--- config.mk ---
export PLATFORM = sky130hd
export DESIGN_NAME = spec_txn_cache
export DESIGN_NICKNAME = d
export VERILOG_FILES = /design/src/rtl/stc_pkg.sv /design/src/rtl/stc_read_set.sv /design/src/rtl/stc_write_set.sv /design/src/rtl/spec_txn_cache.sv
export SDC_FILE = /design/constraint.sdc
export NUM_CORES = 1
export LEC_CHECK = 0
export BUFFER_PORTS_ARGS = -buffer_cell sky130_fd_sc_hd__buf_2
export CAP_MARGIN = 25
export CORE_MARGIN = 2
export CORE_UTILIZATION = 54
export DETAILED_ROUTE_END_ITERATION = 12
export PLACE_DENSITY = 0.75
export SETUP_SLACK_MARGIN = 0.02
export SKIP_CTS_REPAIR_TIMING = 1
export SLEW_MARGIN = 10
export SYNTH_ARGS = -nofsm -noshare
export SYNTH_HDL_FRONTEND = slang
export SYNTH_SLANG_ARGS = --single-unit
--- constraint.sdc ---
create_clock -name clk -period 2.83 [get_ports clk]
set_input_delay 0.1415 -clock clk [delete_from_list [all_inputs] [get_ports clk]]
set_output_delay 0.1415 -clock clk [all_outputs]
set_load 0.1 [all_outputs]
--- src/rtl/stc_pkg.sv ---
package stc_pkg;
    typedef enum logic [1:0] {
        ST_IDLE  = 2'd0,
        ST_RUN   = 2'd1,
        ST_WAIT  = 2'd2,
        ST_BCAST = 2'd3
    } txn_state_e;
endpackage

--- src/rtl/stc_read_set.sv ---
module stc_read_set #(
    parameter int ENTRIES = 4,
    parameter int ADDR_W  = 8,
    parameter int DATA_W  = 16
) (
    input  logic              clk,
    input  logic              rst_n,
    input  logic              clear_i,
    input  logic [ADDR_W-1:0] lk_addr_i,
    output logic              lk_hit_o,
    output logic [DATA_W-1:0] lk_data_o,
    input  logic              alloc_i,
    input  logic [DATA_W-1:0] alloc_data_i,
    output logic              full_o,
    input  logic              snp_en_i,
    input  logic              snp_valid_i,
    input  logic [ADDR_W-1:0] snp_addr_i,
    input  logic [DATA_W-1:0] snp_data_i,
    output logic              snp_hit_o
);
    localparam int IDX_W = (ENTRIES > 1) ? $clog2(ENTRIES) : 1;

    typedef struct packed {
        logic [ENTRIES-1:0]             vld;
        logic [ENTRIES-1:0][ADDR_W-1:0] tag;
        logic [ENTRIES-1:0][DATA_W-1:0] val;
    } rs_state_t;

    rs_state_t st_d, st_q;
    logic [ENTRIES-1:0] lk_match, snp_match;
    logic [IDX_W-1:0]   free_idx;

    always_comb begin
        st_d      = st_q;
        lk_data_o = '0;
        free_idx  = '0;
        for (int i = 0; i < ENTRIES; i++) begin
            lk_match[i]  = st_q.vld[i] && (st_q.tag[i] == lk_addr_i);
            snp_match[i] = snp_en_i && snp_valid_i && st_q.vld[i] &&
                           (st_q.tag[i] == snp_addr_i);
            if (lk_match[i]) lk_data_o = lk_data_o | st_q.val[i];
        end
        for (int i = ENTRIES - 1; i >= 0; i--) begin
            if (!st_q.vld[i]) free_idx = IDX_W'(i);
        end
        lk_hit_o  = |lk_match;
        snp_hit_o = |snp_match;
        full_o    = &st_q.vld;

        if (clear_i) begin
            st_d.vld = '0;
        end else begin
            for (int i = 0; i < ENTRIES; i++) begin
                if (snp_match[i]) st_d.val[i] = snp_data_i;
            end
            if (alloc_i && !lk_hit_o && !full_o) begin
                st_d.vld[free_idx] = 1'b1;
                st_d.tag[free_idx] = lk_addr_i;
                st_d.val[free_idx] = alloc_data_i;
            end
        end
    end

    always_ff @(posedge clk or negedge rst_n) begin
        if (!rst_n) st_q <= '0;
        else        st_q <= st_d;
    end

    // a line is tracked by at most one read-set entry
    p_rs_unique_r2: assert property (@(posedge clk) disable iff (!rst_n)
        $onehot0(lk_match));

    // a full read set stays full until it is cleared
    p_rs_keep_r12: assert property (@(posedge clk) disable iff (!rst_n)
        (full_o && !clear_i) |=> full_o);
endmodule

--- src/rtl/stc_write_set.sv ---
module stc_write_set #(
    parameter int ENTRIES = 4,
    parameter int ADDR_W  = 8,
    parameter int DATA_W  = 16
) (
    input  logic              clk,
    input  logic              rst_n,
    input  logic              clear_i,
    input  logic [ADDR_W-1:0] lk_addr_i,
    output logic              lk_hit_o,
    output logic [DATA_W-1:0] lk_data_o,
    input  logic              write_i,
    input  logic [DATA_W-1:0] write_data_i,
    output logic              full_o,
    output logic              any_o,
    input  logic              pop_i,
    output logic              head_valid_o,
    output logic [ADDR_W-1:0] head_addr_o,
    output logic [DATA_W-1:0] head_data_o
);
    localparam int IDX_W = (ENTRIES > 1) ? $clog2(ENTRIES) : 1;

    typedef struct packed {
        logic [ENTRIES-1:0]             vld;
        logic [ENTRIES-1:0][ADDR_W-1:0] tag;
        logic [ENTRIES-1:0][DATA_W-1:0] val;
    } ws_state_t;

    ws_state_t st_d, st_q;
    logic [ENTRIES-1:0] lk_match;
    logic [IDX_W-1:0]   free_idx, hit_idx, head_idx;

    always_comb begin
        st_d      = st_q;
        lk_data_o = '0;
        free_idx  = '0;
        hit_idx   = '0;
        head_idx  = '0;
        for (int i = 0; i < ENTRIES; i++) begin
            lk_match[i] = st_q.vld[i] && (st_q.tag[i] == lk_addr_i);
            if (lk_match[i]) begin
                lk_data_o = lk_data_o | st_q.val[i];
                hit_idx   = hit_idx | IDX_W'(i);
            end
        end
        for (int i = ENTRIES - 1; i >= 0; i--) begin
            if (!st_q.vld[i]) free_idx = IDX_W'(i);
            if (st_q.vld[i])  head_idx = IDX_W'(i);
        end
        lk_hit_o     = |lk_match;
        full_o       = &st_q.vld;
        any_o        = |st_q.vld;
        head_valid_o = any_o;
        head_addr_o  = st_q.tag[head_idx];
        head_data_o  = st_q.val[head_idx];

        if (clear_i) begin
            st_d.vld = '0;
        end else if (pop_i && any_o) begin
            st_d.vld[head_idx] = 1'b0;
        end else if (write_i) begin
            if (lk_hit_o) begin
                st_d.val[hit_idx] = write_data_i;
            end else if (!full_o) begin
                st_d.vld[free_idx] = 1'b1;
                st_d.tag[free_idx] = lk_addr_i;
                st_d.val[free_idx] = write_data_i;
            end
        end
    end

    always_ff @(posedge clk or negedge rst_n) begin
        if (!rst_n) st_q <= '0;
        else        st_q <= st_d;
    end

    // stores to one line coalesce into a single entry
    p_ws_unique_r5: assert property (@(posedge clk) disable iff (!rst_n)
        $onehot0(lk_match));

    // a pop always removes a real entry
    p_ws_pop_r10: assert property (@(posedge clk) disable iff (!rst_n)
        pop_i |-> any_o);
endmodule

--- src/rtl/spec_txn_cache.sv ---
module spec_txn_cache #(
    parameter int RS_ENTRIES = 4,
    parameter int WS_ENTRIES = 4,
    parameter int ADDR_W     = 8,
    parameter int DATA_W     = 16
) (
    input  logic              clk,
    input  logic              rst_n,
    input  logic              txn_start_i,
    input  logic              req_valid_i,
    input  logic              req_write_i,
    input  logic              req_end_i,
    input  logic [ADDR_W-1:0] req_addr_i,
    input  logic [DATA_W-1:0] req_wdata_i,
    output logic              req_ready_o,
    output logic              stall_o,
    output logic              rsp_valid_o,
    output logic [DATA_W-1:0] rsp_data_o,
    output logic              mem_rd_en_o,
    output logic [ADDR_W-1:0] mem_rd_addr_o,
    input  logic [DATA_W-1:0] mem_rd_data_i,
    input  logic              snp_valid_i,
    input  logic [ADDR_W-1:0] snp_addr_i,
    input  logic [DATA_W-1:0] snp_data_i,
    output logic              abort_o,
    output logic              commit_req_o,
    input  logic              commit_grant_i,
    output logic              bc_valid_o,
    output logic [ADDR_W-1:0] bc_addr_o,
    output logic [DATA_W-1:0] bc_data_o,
    output logic              commit_done_o
);
    import stc_pkg::*;

    typedef struct packed {
        txn_state_e        state;
        logic              rsp_valid;
        logic [DATA_W-1:0] rsp_data;
        logic              abort;
    } ctl_state_t;

    ctl_state_t c_d, c_q;

    logic              rs_hit, rs_full, rs_snp_hit, rs_clear, rs_alloc;
    logic [DATA_W-1:0] rs_data;
    logic              ws_hit, ws_full, ws_any, ws_head_vld, ws_write, ws_pop;
    logic [DATA_W-1:0] ws_data, ws_head_data;
    logic [ADDR_W-1:0] ws_head_addr;
    logic              active, conflict, is_load, is_store;
    logic              need_rs, need_ws, blocked, accept;

    stc_read_set #(.ENTRIES(RS_ENTRIES), .ADDR_W(ADDR_W), .DATA_W(DATA_W)) rs_i (
        .clk(clk), .rst_n(rst_n), .clear_i(rs_clear),
        .lk_addr_i(req_addr_i), .lk_hit_o(rs_hit), .lk_data_o(rs_data),
        .alloc_i(rs_alloc), .alloc_data_i(mem_rd_data_i), .full_o(rs_full),
        .snp_en_i(active), .snp_valid_i(snp_valid_i), .snp_addr_i(snp_addr_i),
        .snp_data_i(snp_data_i), .snp_hit_o(rs_snp_hit)
    );

    stc_write_set #(.ENTRIES(WS_ENTRIES), .ADDR_W(ADDR_W), .DATA_W(DATA_W)) ws_i (
        .clk(clk), .rst_n(rst_n), .clear_i(conflict),
        .lk_addr_i(req_addr_i), .lk_hit_o(ws_hit), .lk_data_o(ws_data),
        .write_i(ws_write), .write_data_i(req_wdata_i), .full_o(ws_full),
        .any_o(ws_any), .pop_i(ws_pop), .head_valid_o(ws_head_vld),
        .head_addr_o(ws_head_addr), .head_data_o(ws_head_data)
    );

    always_comb begin
        c_d      = c_q;
        active   = (c_q.state == ST_RUN) || (c_q.state == ST_WAIT);
        conflict = rs_snp_hit;
        is_load  = req_valid_i && !req_write_i;
        is_store = req_valid_i && req_write_i;
        need_rs  = is_load && !ws_hit && !rs_hit;
        need_ws  = is_store && !ws_hit;
        blocked  = (need_rs && rs_full) || (need_ws && ws_full);

        stall_o     = (c_q.state == ST_RUN) && !conflict && blocked;
        req_ready_o = (c_q.state == ST_RUN) && !conflict && !blocked;
        accept      = req_valid_i && req_ready_o;

        mem_rd_en_o   = accept && need_rs;
        mem_rd_addr_o = req_addr_i;
        rs_alloc      = mem_rd_en_o;
        rs_clear      = (c_q.state == ST_IDLE) && txn_start_i;
        ws_write      = accept && req_write_i;

        bc_valid_o    = (c_q.state == ST_BCAST) && ws_head_vld;
        bc_addr_o     = ws_head_addr;
        bc_data_o     = ws_head_data;
        ws_pop        = bc_valid_o;
        commit_done_o = (c_q.state == ST_BCAST) && !ws_head_vld;
        commit_req_o  = (c_q.state == ST_WAIT);

        c_d.rsp_valid = accept && !req_write_i;
        c_d.rsp_data  = ws_hit ? ws_data : (rs_hit ? rs_data : mem_rd_data_i);
        c_d.abort     = conflict;

        unique case (c_q.state)
            ST_IDLE:  if (txn_start_i) c_d.state = ST_RUN;
            ST_RUN:   if (!conflict && accept && req_write_i && req_end_i)
                          c_d.state = ST_WAIT;
            ST_WAIT:  if (conflict)            c_d.state = ST_RUN;
                      else if (commit_grant_i) c_d.state = ST_BCAST;
            ST_BCAST: if (!ws_head_vld)        c_d.state = ST_IDLE;
            default:  c_d.state = ST_IDLE;
        endcase
    end

    always_ff @(posedge clk or negedge rst_n) begin
        if (!rst_n) begin
            c_q.state     <= ST_IDLE;
            c_q.rsp_valid <= 1'b0;
            c_q.rsp_data  <= '0;
            c_q.abort     <= 1'b0;
        end else begin
            c_q <= c_d;
        end
    end

    assign rsp_valid_o = c_q.rsp_valid;
    assign rsp_data_o  = c_q.rsp_data;
    assign abort_o     = c_q.abort;

    // a stalled request is never accepted
    p_stall_block_r12: assert property (@(posedge clk) disable iff (!rst_n)
        stall_o |-> !req_ready_o);

    // the abort pulse coincides with an empty write set
    p_abort_empty_r8: assert property (@(posedge clk) disable iff (!rst_n)
        abort_o |-> !ws_any);

    // no request is taken while the commit slot is requested
    p_wait_hold_r9: assert property (@(posedge clk) disable iff (!rst_n)
        commit_req_o |-> !req_ready_o);

    // a broadcast runs without gaps until done
    p_bc_run_r10: assert property (@(posedge clk) disable iff (!rst_n)
        bc_valid_o |=> (bc_valid_o || commit_done_o));

    // abort only follows a running or waiting transaction
    p_abort_src_r6: assert property (@(posedge clk) disable iff (!rst_n)
        abort_o |-> (c_q.state == ST_RUN));
endmodule

== Word level (Yosys, flattened, before mapping) ==
Index checks and enable logic that the tools add are counted.

* Order comparisons: 8
* Multiplexer cells: 72
* Equal/unequal tests: 22
* Bitwise logic cells: 15
* Reduce and logical (&&, ||, !) cells: 67

{| class="wikitable"
|+ Operator list
! cell !! count
|-
| $mux 16 || 22
|-
| $mux 100 || 3
|-
| $bwmux 64 || 3
|-
| $demux 16 s2 || 3
|-
| $eq 8x8->1 || 12
|-
| $or 16x16->16 || 6
|-
| $bwmux 32 || 2
|-
| $mux 64 || 1
|-
| $logic_and 1x1->1 || 44
|-
| $mux 2 || 19
|-
| $mux 36 || 1
|-
| $bmux 16 s2 || 1
|-
| $demux 8 s2 || 2
|-
| $mux 8 || 3
|-
| $bmux 8 s2 || 1
|-
| $reduce_and 4->1 || 4
|-
| $reduce_or 4->1 || 4
|-
| $lt 2x3->1 const B || 4
|-
| $mux 4 || 3
|-
| $ge 2x1->1 const B || 4
|-
| $or 4x4->4 || 2
|-
| $pmux 2 s4 || 1
|-
| $logic_not 1->1 || 7
|-
| $demux 1 s2 || 3
|-
| other kinds (17) || 29
|}

* Word-level logic and storage cells: 206
* Output and inout bits: 56
* Flip-flop bits (word level): 220
* Input bits: 72

== Longest topological paths before layout ==
Gate-level depths: netlist of the first run.

* Depth after elaboration: 16
* Gate-level depth with buffers: 12

== Hierarchy ==
From an unflattened synthesis of the first run, not the netlist that was laid out.

* Cells, all modules: 1165
* Area total of the unflattened synthesis: 12896.1 um^2

{| class="wikitable"
|+ Modules (own cells, without submodules)
! module !! cells an instance !! times used !! area an instance (um^2)
|-
| stc_write_set || 517 || 1 || 5962.0
|-
| stc_read_set || 514 || 1 || 5666.7
|-
| spec_txn_cache || 134 || 1 || 1267.5
|}

== Worst setup path after synthesis of the first run ==
Ideal clock, no wire load.

* Kind: flip-flop to output port
* Start point: reg ws_i.st_q[99] (netlist bit)
* End point: out bc_addr_o[0]
* Buffers on the path: 1
* Arrival time: 3.754 ns
* Data required time: 2.689 ns
* Cell stages (with the launch flop): 7
* Path slack: -1.065 ns
* Cells stage by stage: dfrtp_1 > inv_1 > nor2_1 > o21ai_1 > clkbuf_1 > mux2i_1 > o21ai_0

* Cells in the longest elaborated chain, start to end: 6

{| class="wikitable"
|+ Ends and longest elaborated chain
! what !! line !! text
|-
| start: declaration || stc_write_set.sv:29 || <nowiki>ws_state_t st_d, st_q;</nowiki>
|-
| start signal: assignment || stc_write_set.sv:74 || <nowiki>else st_q <= st_d;</nowiki>
|-
| $mux 2 (4 in a row) || stc_write_set.sv:48 || <nowiki>if (st_q.vld[i]) head_idx = IDX_W'(i);</nowiki>
|-
| $bmux 8 s2 || stc_write_set.sv:54 || <nowiki>head_addr_o = st_q.tag[head_idx];</nowiki>
|-
| $mux 8 (not written as such) || stc_write_set.sv:54 ||
|-
| end: declaration || spec_txn_cache.sv:29 || <nowiki>output logic [ADDR_W-1:0] bc_addr_o,</nowiki>
|}

Every way passes these cells. The select of a mux whose other input is x is not followed.

== Final worst setup path of the first run ==
* Start point: reg c_q[18] (netlist bit)
* End point: out stall_o

* Cells in the longest elaborated chain, start to end: 9
* Elaborated cells on any way between the ends: 16
* Classes of those cells: eq/ne: 2; reduce/logical: 14

{| class="wikitable"
|+ Ends and longest elaborated chain
! what !! line !! text
|-
| start: declaration || spec_txn_cache.sv:42 || <nowiki>ctl_state_t c_d, c_q;</nowiki>
|-
| $eq 2x1->1 or $eq 2x2->1 (tied branches) || spec_txn_cache.sv:70, spec_txn_cache.sv:78 ||
|-
| $logic_or 1x1->1 || spec_txn_cache.sv:70 || <nowiki>active = (c_q.state == ST_RUN) || (c_q.state == ST_WAIT);</nowiki>
|-
| $logic_and 1x1->1 (3 in a row) || stc_read_set.sv:39 || <nowiki>snp_match[i] = snp_en_i && snp_valid_i && st_q.vld[i] &&</nowiki>
|-
| $reduce_or 4->1 || stc_read_set.sv:47 || <nowiki>snp_hit_o = |snp_match;</nowiki>
|-
| $logic_not 1->1 || spec_txn_cache.sv:78 || <nowiki>stall_o = (c_q.state == ST_RUN) && !conflict && blocked;</nowiki>
|-
| $logic_and 1x1->1 (*) (2 in a row) || spec_txn_cache.sv:78 ||
|-
| end: declaration || spec_txn_cache.sv:16 || <nowiki>output logic stall_o,</nowiki>
|}

Mark *: on every way between the ends. The rest lies on a longest branch, timed or not.

==> results of run 1 <==
-- worst register-to-register path, cell delays in order (launching register included) --
cell and delay [ns]:
dfrtp_1 0.39, inv_2 0.05, ha_1 0.28, and2_4 0.15
and3_1 0.17, nand3_2 0.08, and4bb_2 0.28, buf_4 0.14
nand4_4 0.11, buf_6 0.18, o21ba_2 0.26, buf_12 0.17
mux2_2 0.36
-- power groups by stage --
stage	logic (µW)	clock network (µW)	registers, µW
finish	7830	3010	5200
global route	8180	3190	5310
CTS	7700	3060	5160
detailed placement	7670	0	5190
global placement	7570	0	5140
floorplan	5530	0	4970
-- cells in the final DEF, fill, tap and decap left out, drive strengths merged, types with 2 or more instances in the layout --
cell type / Yosys / routed
ha: 5 / 5
a211oi: 8 / 8
nor4: 13 / 13
mux2i: 24 / 24
clkinv: 0 / 4
dfrtp: 220 / 220
nor2b: 2 / 2
buf: 55 / 207
and3: 26 / 26
a22o: 72 / 72
o2bb2ai: 16 / 16
a221oi: 8 / 8
nor2: 22 / 22
a221o: 16 / 16
a21oi: 8 / 8
o31ai: 2 / 2
dlygate4sd3: 0 / 37
xnor2: 78 / 78
mux2: 128 / 128
a22oi: 90 / 90
a21boi: 3 / 3
and2: 5 / 5
nand2: 29 / 29
a31oi: 13 / 13
nand3: 19 / 19
inv: 8 / 8
xor2: 18 / 18
or3: 2 / 2
o21ai: 35 / 35
or2: 2 / 2
nor3: 21 / 21
nand4: 13 / 13
clkbuf: 42 / 39
-- layout make-up --
class | instances | share of cell area, %
Tap cell | 280 | 2.37
Clock buffer | 39 | 4.99
Timing Repair Buffer | 244 | 14.4
Sequential cell | 220 | 37.2
Multi-Input combinational cell | 690 | 40.7
Clock inverter | 4 | 0.135
Inverter | 8 | 0.203
-- stage by stage --
step           area, µm²  TNS [ns]
6_report           14800         0
3_3_place_gp       13500         0
2_1_floorplan      11900    -0.316
5_1_grt            14800  -0.00769
4_1_cts            14300    -0.370
3_5_place_dp       13500         0
-- cells by family after synthesis --
group	share of synthesized area [%]
simple gates	8.66
fa+ha+maj	0.528
xor+xnor	7.22
flops	46.5
buf+inv	4.76
compound gates	17.8
mux	14.5
-- layer usage --
metal | wire [µm] | part of all wire [%]
met5 | 0 | 0
met4 | 1040 | 3.1
met3 | 2490 | 7.4
met2 | 16000 | 48
met1 | 13900 | 42
-- worst max path at each step --
stage	from	to	slack, ns	depth (start not counted)
floorplan	ws_i.st_q[99]	bc_addr_o[0]	-0.32	6
global placement	c_q[18]	flop	0.13	11
finish	c_q[18]	stall_o	0.1	11
CTS	flop	stall_o	-0.17	9
detailed placement	c_q[18]	flop	0.09	11
global route	c_q[18]	mem_rd_en_o	-0.006	11
==> run_results.csv, run 1 <==
group,metric,value,unit
run_status,status,"finished with violations",
run_status,violations,"hold timing",
yosys,postSynthCellCount,1015,
die,rows,54,
route,vias_per_cell,6.36,
hold_path,min_to,"rs_i.st_q[38]",
hold_path,hold_path.class,"input port to flop",
worst_setup_path,cp_top_family,"simple AND/OR/NAND/NOR gates",
clock_tree,clockRootBuffer,"clkbuf_16",
worst_setup_path,end_kind,"output port",
grt,grt.overflow.total,0,
yosys,yosysMostFrequentCell,"dfrtp_1",
power,pwr-share-clk,18.8,%
power,power,16000,µW
grt,use_met2,45.3,%
worst_setup_path,rr_worst_depth,12,
clock_tree,htreeDepth,1,
placed_design,placed_cells_incl_taps,1397,
yosys,netlist_top_cells_area,"dfrtp_1 46%, mux2_2 11%, a22oi_1 5.7%",
power,p_leak,0.00667,µW
placed_design,gp_congestion,0.880,
power,p_per_area,1080,mW/mm²
grt,antenna_found_initial,0,
placed_design,dp_slack,0.0891,ns
yosys,synth-edff-count,0,
timing,max-slew-margin-rel,54.3,%
yosys,synth_fp_nets,1092,
power,ir_worst_vdd,1.54,mV
clock_tree,cts_tree,"yes",
timing,finalClockSkew,0.0109,ns
cells_and_area,fin_util,68.3,%
die,fp.coreArea,0.0217,mm²
timing,setup_violations,0,
timing,finalHoldViolCount,2,
yosys,synth_flop_cell,"dfrtp_1",
timing,post-route-period-util,96.6,%
route,wire_per_inst,22.5,µm
cells_and_area,multi_input_area,0.00603,mm²
cells_and_area,syn_to_final_growth,25.0,%
power,p_seq_share,32.4,%
yosys,ys_seq_area_share,46.5,%
worst_setup_path,cpPeakStageDelay,0.39,ns
die,initial_core_util,54.6,%
clock_tree,insertion_delay,0.52,ns
cells_and_area,final_cells,1485,
grt,grt_max_degree,87,
cells_and_area,nFillCells,1551,
route,drtIter0Drc,718,
timing,finalWorstSetupSlack,0.0952,ns
yosys,async_flop_share,100,%
clock_tree,numCtsBuffers,24,
die,die_area,0.0231,mm²
placed_design,dp_hpwl,22.0,mm
die,die_y,152,µm
route,routed_wl,33.4,mm
yosys,synth_common_cells,"220 x dfrtp_1, 112 x mux2_2, 90 x a22oi_1",
yosys,synth_seq_cells,220,
hold_path,min_from,"mem_rd_data_i[6]",
cells_and_area,ff_latch_area,0.00551,mm²
cells_and_area,antenna_cells,0,
cells_and_area,drive_gt1_share,36.0,%
route,vias,9448,
timing,min_period,2.73,ns
route,drtPass1Iterations,5,
clock_tree,clockBufferDepth,3,
route,ant_nets,0,
yosys,synth_top_cell_by_area,"dfrtp_1",
grt,first_global_vias,9477,
hold_path,hold_depth,3,
clock_tree,cts_sinks,220,
timing,drv_slew,0,
worst_setup_path,crit_path_frequent_cell,"buf_4",
route,drc,0,
power,swShare,42.9,%
yosys,synth_top_cell_area_share,46.5,%
timing,rsz0062_at_grt,"true",
worst_setup_path,regToRegSetupSlack,0.11,ns
grt,grt_use_met3,5.16,%
worst_setup_path,arrival,2.59,ns
grt,grt_pass1_wl,52.2,mm
power,p_sw,6870,µW
worst_setup_path,setup.worst_path.start_class,"flop",
placed_design,port-buffer-count,127,
worst_setup_path,r2r-start,"c_q[18]",
yosys,synth.avg_cell_area,11.7,µm²
power,comb_power_share,48.8,%
grt,gr-max-usage-layer,"met2",
yosys,synth_cell_type_count,59,
clock_tree,path_clk_slew,0.06,ns
worst_setup_path,critical_path_class,"flop to output port",
yosys,synth-warning-count,0,
timing,whs,-0.00203,ns
die,ios,128,
worst_setup_path,worst_ep_required_time,2.69,ns
worst_setup_path,crit_chain,"inv_2, ha_1, and2_4, and3_1, nand3_2, and4bb_2, buf_4, buf_4, nand2_4, nor2b_4, buf_12",
worst_setup_path,critPathMaxFanout,4,
yosys,netlist_area,0.0118,mm²
worst_setup_path,crit_buf_inv,4,
power,power.internal,9170,µW
worst_setup_path,slowest_stage,"dfrtp_1",
grt,grtUsageTotal,28.1,%
timing,worstMarginPinSlew,0.685,ns
cells_and_area,layout.nets,1265,
grt,gr-usage-met1,38.3,%
timing,fmax,366,MHz
die,fp.dieW,152,µm
flow_run,drv_cap,0,
Power figures use the tool's default switching activity.
==> inputs of run 2 (changes only) <==
--- a/config.mk
+++ b/config.mk
@@ -7,10 +7,12 @@
 export LEC_CHECK = 0
 export BUFFER_PORTS_ARGS = -buffer_cell sky130_fd_sc_hd__buf_2
 export CAP_MARGIN = 25
+export CELL_PAD_IN_SITES_DETAIL_PLACEMENT = 1
+export CELL_PAD_IN_SITES_GLOBAL_PLACEMENT = 2
 export CORE_MARGIN = 2
-export CORE_UTILIZATION = 54
+export CORE_UTILIZATION = 36
 export DETAILED_ROUTE_END_ITERATION = 12
-export PLACE_DENSITY = 0.75
+export PLACE_DENSITY = 0.74
 export SETUP_SLACK_MARGIN = 0.02
 export SKIP_CTS_REPAIR_TIMING = 1
 export SLEW_MARGIN = 10
==> run 2 against run 1 <==
  * The flow still finishes with violations (hold timing)
  * Count of clock-buffer cells in the layout grew 2
  * Worst hold slack worse by 0.011 ns
  * Clock power is 7.3% higher
  * Sequential power about the same
  * Critical path type unchanged
  * Highest routed layer unchanged
==> run_results.csv, run 2 (same netlist as run 1, synthesis figures left out) <==
group,metric,value,unit
cells_and_area,fin_area,0.0153,mm²
worst_setup_path,arrival,2.69,ns
hold_path,hold_path.class,"input port to flop",
hold_path,min_from,"mem_rd_data_i[11]",
die,fp.coreArea,0.0325,mm²
hold_path,min_to,"rs_i.st_q[43]",
worst_setup_path,setup.worst_path.start_class,"flop",
hold_path,hold_depth,3,
route,vias,9452,
route,vias_per_cell,5.66,
grt,antenna_found_initial,0,
cells_and_area,fin_util,47.2,%
clock_tree,cts_tree,"yes",
grt,first_global_vias,9783,
die,fp.dieW,185,µm
worst_setup_path,cpPeakStageDelay,0.39,ns
cells_and_area,antenna_cells,0,
worst_setup_path,regToRegSetupSlack,0.10,ns
placed_design,dpl-instance-area,0.0139,mm²
timing,min_period,2.83,ns
timing,fmax,353,MHz
run_status,violations,"hold timing",
grt,use_met2,38.0,%
power,ir_worst_vdd,1.34,mV
worst_setup_path,rr_worst_depth,11,
worst_setup_path,critical_path_class,"flop to output port",
timing,setup_violations,0,
die,ios,128,
timing,post-route-period-util,100,%
grt,gr-max-usage-layer,"met2",
clock_tree,numCtsBuffers,27,
timing,whs,-0.0130,ns
clock_tree,htreeDepth,1,
power,swShare,42.9,%
grt,grt_pass1_wl,60.3,mm
cells_and_area,layout.nets,1291,
timing,rsz0062_at_grt,"true",
timing,finalClockSkew,0.0151,ns
timing,finalWorstSetupSlack,0.000375,ns
grt,grt_use_met3,3.32,%
power,comb_power_share,48.8,%
die,die_y,185,µm
power,pwr-share-clk,19.6,%
route,drtIter0Drc,643,
die,die_area,0.0344,mm²
power,p_sw,7070,µW
worst_setup_path,slowest_stage,"dfrtp_1",
power,p_leak,0.00684,µW
route,ant_nets,0,
cells_and_area,syn_to_final_growth,29.4,%
power,p_seq_share,31.6,%
worst_setup_path,critPathMaxFanout,4,
timing,drv_slew,0,
cells_and_area,nFillCells,3447,
worst_setup_path,end_kind,"output port",
route,wire_per_inst,23.7,µm
grt,grt.overflow.total,0,
clock_tree,clockRootBuffer,"clkbuf_16",
placed_design,dp_slack,-0.0178,ns
clock_tree,cts_sinks,220,
grt,gr-usage-met1,31.7,%
placed_design,gp_congestion,0.859,
grt,grt_max_degree,83,
route,routed_wl,39.6,mm
cells_and_area,layout_commonest_cell,"dfrtp_1",
die,rows,66,
grt,grtUsageTotal,23.1,%
timing,finalHoldViolCount,3,
power,p_per_area,1080,mW/mm²
placed_design,dp_hpwl,26.4,mm
timing,worstMarginPinSlew,0.716,ns
worst_setup_path,crit_buf_inv,4,
worst_setup_path,worst_ep_required_time,2.69,ns
placed_design,port-buffer-count,127,
run_status,status,"finished with violations",
cells_and_area,final_cell_mix,"220 x dfrtp_1, 112 x mux2_2, 99 x buf_2, 89 x a22oi_1, 87 x buf_4",
cells_and_area,drive_gt1_share,38.0,%
flow_run,drv_cap,0,
timing,max-slew-margin-rel,52.3,%
clock_tree,insertion_delay,0.53,ns
clock_tree,clockBufferDepth,3,
power,power.internal,9410,µW
worst_setup_path,cp_top_family,"simple AND/OR/NAND/NOR gates",
worst_setup_path,r2r-start,"c_q[19]",
route,drtPass1Iterations,5,
clock_tree,path_clk_slew,0.06,ns
die,initial_core_util,36.5,%
route,drc,0,
worst_setup_path,crit_chain,"inv_2, ha_4, and2_4, and3_4, nand3_2, and4bb_2, nand3_2, buf_6, nor2_4, buf_6, and2_4, buf_12",
-- run 2: changes by cell type in the layout (fill, tap and decap cells not counted), sizes merged --
cell	before	now
clkinv	4	2
clkbuf	39	41
clkinvlp	0	1
buf	207	230
-- run 2: worst max path at each step --
stage                  startpoint           end  cells after the start
global route              c_q[18]   mem_rd_en_o                     12
global placement          c_q[18]          flop                     11
detailed placement        c_q[18]          flop                     11
finish                    c_q[19]   mem_rd_en_o                     12
CTS                          flop       stall_o                      9
floorplan           ws_i.st_q[99]  bc_addr_o[0]                      6
-- run 2: power by group through the flow --
stage / Sequential [µW] / Clock [µW] / Combinational [µW]
2_1_floorplan: 4970 / 0 / 5530
3_3_place_gp: 5190 / 0 / 7760
3_5_place_dp: 5230 / 0 / 7850
4_1_cts: 5190 / 3310 / 7880
5_1_grt: 5360 / 3430 / 8440
6_report: 5210 / 3230 / 8040
-- run 2: per-layer routing --
metal,vias up,wire length (µm)
met5,-,0
met4,0,1050
met3,59,1840
met2,261,19000
met1,4922,17700
li1,4210,-
-- run 2: cell type report --
cell class | count | area (µm²) | share of cell area [%]
Clock buffer | 41 | 798 | 5.21
Clock inverter | 3 | 17.5 | 0.114
Inverter | 8 | 30.0 | 0.196
Multi-Input combinational cell | 690 | 6060 | 39.5
Sequential cell | 220 | 5510 | 35.9
Tap cell | 442 | 553 | 3.61
Timing Repair Buffer | 267 | 2370 | 15.5
-- run 2: stage by stage --
stage               total power [µW]  std cells  setup TNS [ns]  hold WS [ns]
floorplan                      10500       1015          -0.316        -0.154
global placement               12900       1571               0         0.187
detailed placement             13100       1571         -0.0630         0.195
CTS                            16400       1615           -1.41        -0.372
global route                   17200       1671          -0.161       0.00268
finish                         16500       1671               0       -0.0130
-- run 2: worst reg2reg max path, delay by kind of cell (launching register included) --
kind                       cells  cell delay [ns]
muxes                          1             0.31
DFF                            1             0.39
buffers and inverters          3             0.42
adders and majority gates      1             0.20
and+or+nand+nor                6             1.30
==> inputs of run 3 (changes only) <==
--- a/config.mk
+++ b/config.mk
@@ -13,6 +13,7 @@
 export CORE_UTILIZATION = 36
 export DETAILED_ROUTE_END_ITERATION = 12
 export PLACE_DENSITY = 0.74
+export REMOVE_ABC_BUFFERS = 1
 export SETUP_SLACK_MARGIN = 0.02
 export SKIP_CTS_REPAIR_TIMING = 1
 export SLEW_MARGIN = 10
==> run 3 against run 2 <==
  * The run still ends with hold timing left
  * Combinational power decreased by 4.9%
  * Worst hold slack got worse by 0.031 ns
  * Wire length increased by 0.80%
  * Non-clock buffer count increased by 4
==> run_results.csv, run 3 (same netlist as run 1, synthesis figures left out) <==
group,metric,value,unit
timing,rsz0062_at_grt,"true",
worst_setup_path,end_kind,"output port",
worst_setup_path,setup.worst_path.start_class,"flop",
die,rows,66,
route,routed_wl,39.9,mm
grt,grt_max_degree,91,
die,ios,128,
timing,max-slew-margin-rel,46.6,%
power,ir_worst_vdd,0.962,mV
grt,grtUsageTotal,22.9,%
grt,antenna_found_initial,0,
worst_setup_path,critPathMaxFanout,3,
clock_tree,clockBufferDepth,3,
timing,min_period,2.77,ns
clock_tree,htreeDepth,1,
route,drtIter0Drc,555,
clock_tree,cts_sinks,220,
cells_and_area,layout.nets,1296,
timing,setup_tns,0,ns
timing,drv_slew,0,
route,drc,0,
clock_tree,numCtsBuffers,28,
timing,finalClockSkew,0.0216,ns
cells_and_area,final_cells,1683,
timing,setup_violations,0,
cells_and_area,fin_util,47.6,%
worst_setup_path,worst_ep_required_time,2.69,ns
route,wire_per_inst,23.7,µm
worst_setup_path,critical_path_class,"flop to output port",
route,vias,9509,
die,initial_core_util,36.5,%
route,ant_nets,0,
grt,first_global_vias,9994,
worst_setup_path,regToRegSetupSlack,0.07,ns
placed_design,dp_slack,-0.0239,ns
run_status,violations,"hold timing",
placed_design,dp_hpwl,26.5,mm
die,die_area,0.0344,mm²
run_status,status,"finished with violations",
clock_tree,cts_tree,"yes",
clock_tree,insertion_delay,0.56,ns
timing,finalHoldViolCount,7,
grt,grt.overflow.total,0,
hold_path,hold_path.class,"input port to flop",
worst_setup_path,arrival,2.63,ns
cells_and_area,nFillCells,3399,
cells_and_area,syn_to_final_growth,30.4,%
clock_tree,path_clk_slew,0.06,ns
placed_design,gp_congestion,0.807,
flow_run,drv_cap,0,
timing,finalWorstSetupSlack,0.0612,ns
die,fp.dieW,185,µm
route,drtPass1Iterations,4,
timing,worstMarginPinSlew,0.801,ns
grt,grt_pass1_wl,60.3,mm
route,vias_per_cell,5.65,
clock_tree,clockRootBuffer,"clkbuf_16",
cells_and_area,final_cell_mix,"220 x dfrtp_1, 112 x mux2_2, 101 x buf_2, 89 x a22oi_1, 83 x buf_4",
cells_and_area,multi_input_area,0.00599,mm²
cells_and_area,ff_latch_area,0.00551,mm²
timing,post-route-period-util,97.8,%
cells_and_area,antenna_cells,0,
timing,fmax,361,MHz
cells_and_area,drive_gt1_share,36.2,%
die,die_y,185,µm
power,p_leak,0.00688,µW
placed_design,placed_cells_incl_taps,1571,
cells_and_area,layout_commonest_cell,"dfrtp_1",
timing,whs,-0.0439,ns
placed_design,port-buffer-count,127,
die,fp.coreArea,0.0325,mm²
power,p_per_area,1090,mW/mm²
-- run 3: path summary, 6_finish.rpt --
path / cells after the start / end / startpoint
min in group asynchronous: 2 / rs_i.st_q[11] / rst_n
max in group asynchronous: 3 / ws_i.st_q[96] / rst_n
worst max-delay path: 10 / stall_o / flop
worst min-delay path: 3 / rs_i.st_q[45] / mem_rd_data_i[13]
worst max register to register: 12 / flop / c_q[19]
worst min register to register: 1 / rs_i.st_q[36] / rs_i.st_q[36]
-- run 3: critical path, stage by stage, from the launching register on --
cell and delay [ns]:
dfrtp_1 0.41, xnor2_1 0.19, nand4_1 0.25, nor4_4 0.36, nor4_4 0.07, buf_6 0.14
a22oi_2 0.15, nor3_2 0.06, buf_4 0.16, nor2b_4 0.13, buf_12 0.16
-- run 3: power breakdown --
part	internal (µW)	total, µW	switching, µW
clock network	2490	3930	1440
logic	2960	7650	4690
registers	4260	5230	963
total	9720	16800	7100
-- run 3: metal layers --
layer / up-vias / global-route usage (%) / share of wire [%]
li1: 4222 / - / -
met1: 4986 / 31.9 / 46
met2: 243 / 37.3 / 47
met3: 58 / 2.46 / 3.9
met4: 0 / 7.59 / 2.5
met5: - / 0 / 0
-- run 3: layout make-up --
type	count	area share (%)
Sequential cell	220	35.6
Clock buffer	39	5.13
Multi-Input combinational cell	690	38.8
Clock inverter	13	1.47
Inverter	8	0.194
Timing Repair Buffer	271	15.2
Tap cell	442	3.58
-- run 3: metrics by stage --
stage	cell area, µm²	power, µW	hold slack [ns]
floorplan	11300	10100	-0.154
CTS	14700	16600	-0.375
global placement	13700	12500	0.209
finish	15400	16800	-0.0439
detailed placement	13700	12600	0.218
global route	15400	17500	0.00186
